==> src/rtl/gpsr_pkg.sv <==
package gpsr_pkg;

   typedef struct packed {
      logic strobe;
      logic inhibit;
      logic shift_mode;
      logic ser;
   } gpsr_ctl_t;

   localparam int CTL_W = $bits(gpsr_ctl_t);

   // Reset value of the synchronized controls: strobe and inhibit read high,
   // matching the detector's previous-level reset, and load mode is active.
   localparam gpsr_ctl_t CTL_RESET = '{strobe: 1'b1, inhibit: 1'b1, shift_mode: 1'b0, ser: 1'b0};

endpackage

==> src/rtl/gpsr_sync.sv <==
module gpsr_sync #(
   parameter int          WIDTH   = 4,
   parameter int          DEPTH   = 2,
   parameter logic [WIDTH-1:0] RST_VAL = '0
) (
   input  logic             clk,
   input  logic             rst_n,
   input  logic [WIDTH-1:0] d,
   output logic [WIDTH-1:0] q
);

   generate
      if (DEPTH == 0) begin : g_bypass
         assign q = d;
      end else begin : g_chain
         logic [WIDTH-1:0] pipe [DEPTH];
         always_ff @(posedge clk or negedge rst_n) begin
            if (!rst_n) pipe[0] <= RST_VAL;
            else        pipe[0] <= d;
         end
         for (genvar i = 1; i < DEPTH; i++) begin : g_flop
            always_ff @(posedge clk or negedge rst_n) begin
               if (!rst_n) pipe[i] <= RST_VAL;
               else        pipe[i] <= pipe[i-1];
            end
         end
         assign q = pipe[DEPTH-1];
      end
   endgenerate

endmodule

==> src/rtl/gpsr_edge.sv <==
module gpsr_edge (
   input  logic clk,
   input  logic rst_n,
   input  logic strobe,
   input  logic inhibit,
   input  logic enable,
   output logic fire
);

   logic combined;
   logic prev_level;

   assign combined = strobe | inhibit;

   always_ff @(posedge clk or negedge rst_n) begin
      if (!rst_n) prev_level <= 1'b1;
      else        prev_level <= combined;
   end

   assign fire = enable & combined & ~prev_level;

endmodule

==> src/rtl/gpsr_chain.sv <==
module gpsr_chain #(
   parameter int STAGES = 8
) (
   input  logic              clk,
   input  logic              rst_n,
   input  logic              load,
   input  logic              shift,
   input  logic              ser,
   input  logic [STAGES-1:0] par,
   output logic [STAGES-1:0] stages
);

   localparam int TOP = STAGES - 1;

   always_ff @(posedge clk or negedge rst_n) begin
      if (!rst_n)     stages <= '0;
      else if (load)  stages <= par;
      else if (shift) stages <= {stages[TOP-1:0], ser};
   end

endmodule

==> src/rtl/gated_piso_sreg.sv <==
module gated_piso_sreg
   import gpsr_pkg::*;
#(
   parameter int STAGES     = 8,
   parameter int SYNC_DEPTH = 2
) (
   input  logic              clk,
   input  logic              rst_n,
   input  logic [STAGES-1:0] par_in,
   input  logic              ser_in,
   input  logic              mode_shift,
   input  logic              strobe_in,
   input  logic              inhibit_in,
   output logic              q_out,
   output logic              q_n_out
);

   localparam int SYNC_W = STAGES + CTL_W;
   localparam logic [SYNC_W-1:0] SYNC_RST = {{STAGES{1'b0}}, CTL_RESET};

   generate
      if (STAGES < 2) begin : g_bad_stages
         $error("gated_piso_sreg: STAGES must be at least 2");
      end
      if (SYNC_DEPTH < 0) begin : g_bad_depth
         $error("gated_piso_sreg: SYNC_DEPTH must not be negative");
      end
   endgenerate

   gpsr_ctl_t         ctl_raw;
   gpsr_ctl_t         ctl_s;
   logic [SYNC_W-1:0] sync_out;
   logic [STAGES-1:0] par_s;
   logic              shld_s;
   logic              ser_s;
   logic              fire;
   logic [STAGES-1:0] stages;

   assign ctl_raw = '{strobe: strobe_in, inhibit: inhibit_in, shift_mode: mode_shift, ser: ser_in};

   gpsr_sync #(
      .WIDTH   (SYNC_W),
      .DEPTH   (SYNC_DEPTH),
      .RST_VAL (SYNC_RST)
   ) u_sync (
      .clk   (clk),
      .rst_n (rst_n),
      .d     ({par_in, ctl_raw}),
      .q     (sync_out)
   );

   assign ctl_s  = gpsr_ctl_t'(sync_out[CTL_W-1:0]);
   assign par_s  = sync_out[SYNC_W-1:CTL_W];
   assign shld_s = ctl_s.shift_mode;
   assign ser_s  = ctl_s.ser;

   gpsr_edge u_edge (
      .clk     (clk),
      .rst_n   (rst_n),
      .strobe  (ctl_s.strobe),
      .inhibit (ctl_s.inhibit),
      .enable  (shld_s),
      .fire    (fire)
   );

   gpsr_chain #(.STAGES(STAGES)) u_chain (
      .clk    (clk),
      .rst_n  (rst_n),
      .load   (~shld_s),
      .shift  (fire),
      .ser    (ser_s),
      .par    (par_s),
      .stages (stages)
   );

   assign q_out   = stages[STAGES-1];
   assign q_n_out = ~stages[STAGES-1];

endmodule

==> config.mk <==
export PLATFORM = sky130hd
export DESIGN_NAME = gated_piso_sreg
export DESIGN_NICKNAME = d
export VERILOG_FILES = /design/src/rtl/gpsr_pkg.sv /design/src/rtl/gpsr_sync.sv /design/src/rtl/gpsr_edge.sv /design/src/rtl/gpsr_chain.sv /design/src/rtl/gated_piso_sreg.sv
export SDC_FILE = /design/constraint.sdc
export NUM_CORES = 1
export LEC_CHECK = 0
export BUFFER_PORTS_ARGS = -buffer_cell sky130_fd_sc_hd__buf_2
export CORE_UTILIZATION = 30
export CTS_CLUSTER_DIAMETER = 100
export DETAILED_ROUTE_END_ITERATION = 8
export GPL_TIMING_DRIVEN = 0
export PLACE_DENSITY = 0.53
export SETUP_SLACK_MARGIN = 0.2
export SLEW_MARGIN = 10
export SYNTH_ARGS = -nofsm -noshare
export SYNTH_HDL_FRONTEND = slang
export SYNTH_SLANG_ARGS = --single-unit
==> constraint.sdc <==
create_clock -name clk -period 1.7 [get_ports clk]
set_clock_uncertainty 0.1 [all_clocks]
set_input_delay 0.085 -clock clk [delete_from_list [all_inputs] [get_ports clk]]
set_output_delay 0.085 -clock clk [all_outputs]
set_load 0.01 [all_outputs]
* Yosys cells after proc, flatten, opt, wreduce, memory -nomap -nowiden *
Cells that the tools add are included.

word-level totals
  register bits = 33
  bits in latches = 0
  bits in writable memories = 0
  ROM bits = 0
  input bits = 14
  logic and storage cells = 12
  memories kept = 0

operators by class
  add/sub/neg operators = 0
  $mul = 0
  div/mod/pow operators = 0
  order comparisons = 0
  equality and inequality tests = 1
  shift operators = 0
  multiplexer cells = 2
  bitwise gates (word level) = 5
  reduce and logical (&&, ||, !) cells = 0

operators by type and width
  kind                  count
  $mux W8               2
  $and A1 B1 Y1         2
  $ne A2 B2 Y1 const B  1
  $not A1 Y1            2
  $or A1 B1 Y1          1

* Longest topological paths before layout *
  depth in word-level cells = 5
  gate-level depth with buffers = 4

* Modules after synthesis *
From an unflattened synthesis, not the netlist that was laid out.

second synthesis, totals
  cells, all modules = 75
  area total of the unflattened synthesis = 1,117.3 um2

modules (own cells, without submodules)
  module           instances  cells an instance  area an instance (um2)
  gpsr_sync        1          36                 695.7
  gpsr_chain       1          34                 372.9
  gpsr_edge        1          3                  41.3
  gated_piso_sreg  1          2                  7.5

* Least setup slack after synthesis *
Ideal clock, no wire load.

  path kind = register -> register
  from = reg u_sync.g_chain.pipe (netlist bit u_sync.q[2])
  to = reg u_chain.stages[1]
  library setup time = 0.082 ns
  arrival = 0.953 ns
  required time = 1.518 ns
  setup slack = 0.565 ns
  stages on the path, launching flop included = 5
  clock period less this slack = 1.135 ns
  path through = dfstp_2 > o21ba_1 > buf_4 > nand2_1 > a31oi_1

between the ends
  longest elaborated chain between the ends = 4

ends and longest elaborated chain
  item                              line              text
  start: declaration                gpsr_sync.sv:16   logic [WIDTH-1:0] pipe [DEPTH];
  start signal: indexed assignment  gpsr_sync.sv:24   else pipe[i] <= pipe[i-1];
  $or A1 B1 Y1                      gpsr_edge.sv:13   assign combined = strobe | inhibit;
  $and A1 B1 Y1 (2 in a row)        gpsr_edge.sv:20   assign fire = enable & combined & ~prev_level;
  $ne A2 B2 Y1 (no line)            n/a
  end signal: assignment            gpsr_chain.sv:17  else if (load) stages <= par;
  end signal: assignment            gpsr_chain.sv:18  else if (shift) stages <= {stages[TOP-1:0], ser};
  end: declaration                  gpsr_chain.sv:10  output logic [STAGES-1:0] stages

No other way between the ends.
A chain may end at the register's enable or synchronous reset.

* Final worst setup path *
  from = reg u_sync.g_chain.pipe (netlist bit u_sync.q[2])
  to = reg u_chain.stages[7]

The elaborated chain is that of the path after synthesis.

==> flow_metrics.py <==
metrics = {
    "outcome": {
        "status": "finished, final reports clean",
    },
    "cts": {
        "clk_latency_ns": 0.32,
        "post_cts_buffers": 0,
        "cts.clk_slew.worst_paths_ns": 0.09,
        "cts_buffers": 5,
        "cts_num_sinks": 33,
        "cts_max_path_buffers": 2,
        "cts_tree": "built",
        "postCtsResizedCells": 0,
        "cts_root_buffer": "clkbuf_4",
        "htree_levels": 2,
    },
    "worst_hold_path": {
        "hp-class": "in -> async",
    },
    "sta": {
        "slew_viol_final": 0,
        "max-slew-margin-rel_pct": 54.1,
        "hold_viol": 0,
        "period_minus_slack_ns": 1.25,
        "fmax_mhz": 799,
        "tightestPinTransition_ns": 0.688,
        "setup_viol": 0,
        "final.setup.tns_ns": 0,
        "post-route-period-util_pct": 73.6,
        "whs_ns": 0.239,
        "setup_ws_ns": 0.448,
        "grt_setup_unrepaired": "no",
    },
    "pwr": {
        "seqPwrFrac_pct": 61.4,
        "switchingPower_mw": 0.300,
        "powerDensity_nw_per_um2": 1040,
        "p_comb_share_pct": 7.6,
        "power_mw": 1.40,
        "max-vdd-ir-drop_mv": 0.703,
        "swShare_pct": 21.5,
        "leakagePower_nw": 0.619,
        "power.share.clock_pct": 31.0,
        "p_int_mw": 1.10,
    },
    "floorplan": {
        "fp.dieH_um": 60.3,
        "core_area_sq_um": 3130,
        "fp-row-count": 20,
        "start_util_pct": 32.6,
        "fp.dieArea_sq_um": 3640,
        "ios": 16,
        "die_w_um": 60.3,
    },
    "placement": {
        "post-dp-hpwl_um": 878,
        "place_area_sq_um": 1150,
        "dp_slack_ns": 0.445,
        "port_buffers": 15,
        "place_congestion": 0.720,
        "placedCellCount": 131,
    },
    "routing": {
        "viasPerCell": 4.14,
        "avgRoutedWirePerCell_um": 9.82,
        "drc": 0,
        "dr.first_iter.drc_count": 7,
        "wl_um": 1490,
        "vias": 630,
        "ant_nets": 0,
        "first_pass_iters": 4,
    },
    "finish": {
        "layout-area-overhead-vs-synth_pct": 31.3,
        "drive_gt1_share_pct": 27.8,
        "fin_cells": 152,
        "layout_common_cells": "dfrtp_1, buf_2, nand2_1",
        "layout_commonest_cell": "dfrtp_1",
        "final_area_sq_um": 1340,
        "final_util_pct": 42.8,
        "fillers": 311,
        "nNetsFinal": 121,
        "antenna_cells": 0,
    },
    "global_route": {
        "grt_pass1_wl_um": 2710,
        "grt_start_max_net_pins": 34,
        "overflow": 0,
        "antenna_found_initial": 0,
        "grtUsageTotal_pct": 11.0,
        "grt_pass1_vias": 656,
    },
    "setup_path": {
        "cp_slowest_cell": "dfstp_2",
        "critPathArrivalTime_ns": 1.39,
        "worst_setup_path_start_kind": "flop",
        "reg2reg_slack_ns": 0.45,
        "end_kind": "flop",
        "critPathRequiredTime_ns": 1.84,
        "critical_path.startpoint": "u_sync.q[2]",
        "worst-path-max-fanout": 8,
        "path_cells": "o21ba_1, buf_4, nand2_1, a31oi_1",
        "r2r_start": "u_sync.q[2]",
        "max_stage_delay_ns": 0.55,
        "crit_type": "reg -> reg",
        "rr_worst_depth": 4,
        "r2r-end": "u_chain.stages[7]",
        "crit_buf_inv": 1,
        "crit_family": "flip-flops",
    },
    "logic_synthesis": {
        "ys_ff_latch": 33,
        "ys_warn_count": 0,
        "synth.net_count": 86,
        "postSynthAreaPerCell_sq_um": 14.2,
        "yosysSeqAreaShare_pct": 81.5,
        "yosys-top-cells-area": "dfrtp_1, dfstp_2, nand2_1, a31oi_1, nor2_1",
        "syn-cell-area_sq_um": 1020,
        "synth_top_area_cell": "dfrtp_1",
        "synth_cell_types": 11,
        "synth_cells": 72,
        "synth_top_area_share_pct": 68.6,
    },
    "run": {
        "maxCapViolations": 0,
    },
}
==> power groups by stage <==
stage | sequential [mW] | combinational (mW) | clock (mW)
finish | 0.858 | 0.106 | 0.433
global placement | 0.872 | 0.0832 | 0
floorplan | 0.870 | 0.0425 | 0
detailed placement | 0.874 | 0.0857 | 0
global route | 0.866 | 0.120 | 0.499
CTS | 0.859 | 0.108 | 0.459
==> cell type report <==
| cell class | instances | area, sq um | share of cell area [%] |
|---|---|---|---|
| Tap cell | 44 | 55.1 | 4.11 |
| Sequential cell | 33 | 832 | 62.1 |
| Buffer | 3 | 17.5 | 1.31 |
| Inverter | 1 | 3.75 | 0.280 |
| Timing Repair Buffer | 28 | 205 | 15.3 |
| Multi-Input combinational cell | 35 | 168 | 12.5 |
| Clock buffer | 8 | 58.8 | 4.39 |
==> sequential cells by signal (all words and copies together) (netlist names) <==
name / flops
u_sync.g_chain.pipe: 12
u_sync.q: 12
u_chain.stages: 8
u_edge.prev_level: 1
==> worst reg2reg max path, stage by stage (launching register included) <==
cell     delay (ns)
dfstp_2        0.55
o21ba_1        0.14
buf_4          0.15
nand2_1        0.07
a31oi_1        0.17
==> repair_timing <==
action / 4_1_cts / 5_1_grt
hold buffers: 13 / 0
endpoints found under the hold margin: 40 / 0
setup endpoints to repair: 0 / 0
==> cell families (layout without fill, tap and decap cells) <==
logic type / count (synthesis) / after routing / synth area share (%)
AOI/OAI and AO/OA: 10 / 10 / 6.99
buffers and inverters: 4 / 40 / 2.08
DFF: 33 / 33 / 81.5
and+or+nand+nor: 25 / 25 / 9.44
==> Yosys cell counts <==
cell	number
buf_4	1
nor2_1	8
a31oi_1	8
dfstp_2	5
buf_2	2
dfrtp_1	28
nand2_1	16
o21bai_2	1
o21ba_1	1
inv_1	1
or2_1	1
==> how the worst max path moves through the flow <==
stage	end	slack, ns	depth (start not counted)
after CTS	u_chain.stages[7]	0.43	4
after floorplan	u_chain.stages[1]	0.56	4
final	u_chain.stages[7]	0.45	4
after global placement	u_chain.stages[2]	0.50	4
after detailed placement	u_chain.stages[7]	0.44	4
after global routing	u_chain.stages[7]	0.37	4
==> layer usage <==
metal | wire length, um | global-route usage [%] | part of all wire (%)
met2 | 784 | 18.5 | 53
met1 | 643 | 10.9 | 43
met4 | 0 | 4.98 | 0
met5 | 0 | 0 | 0
met3 | 65 | 6.40 | 4.4
(Power assumes the default switching activity.)
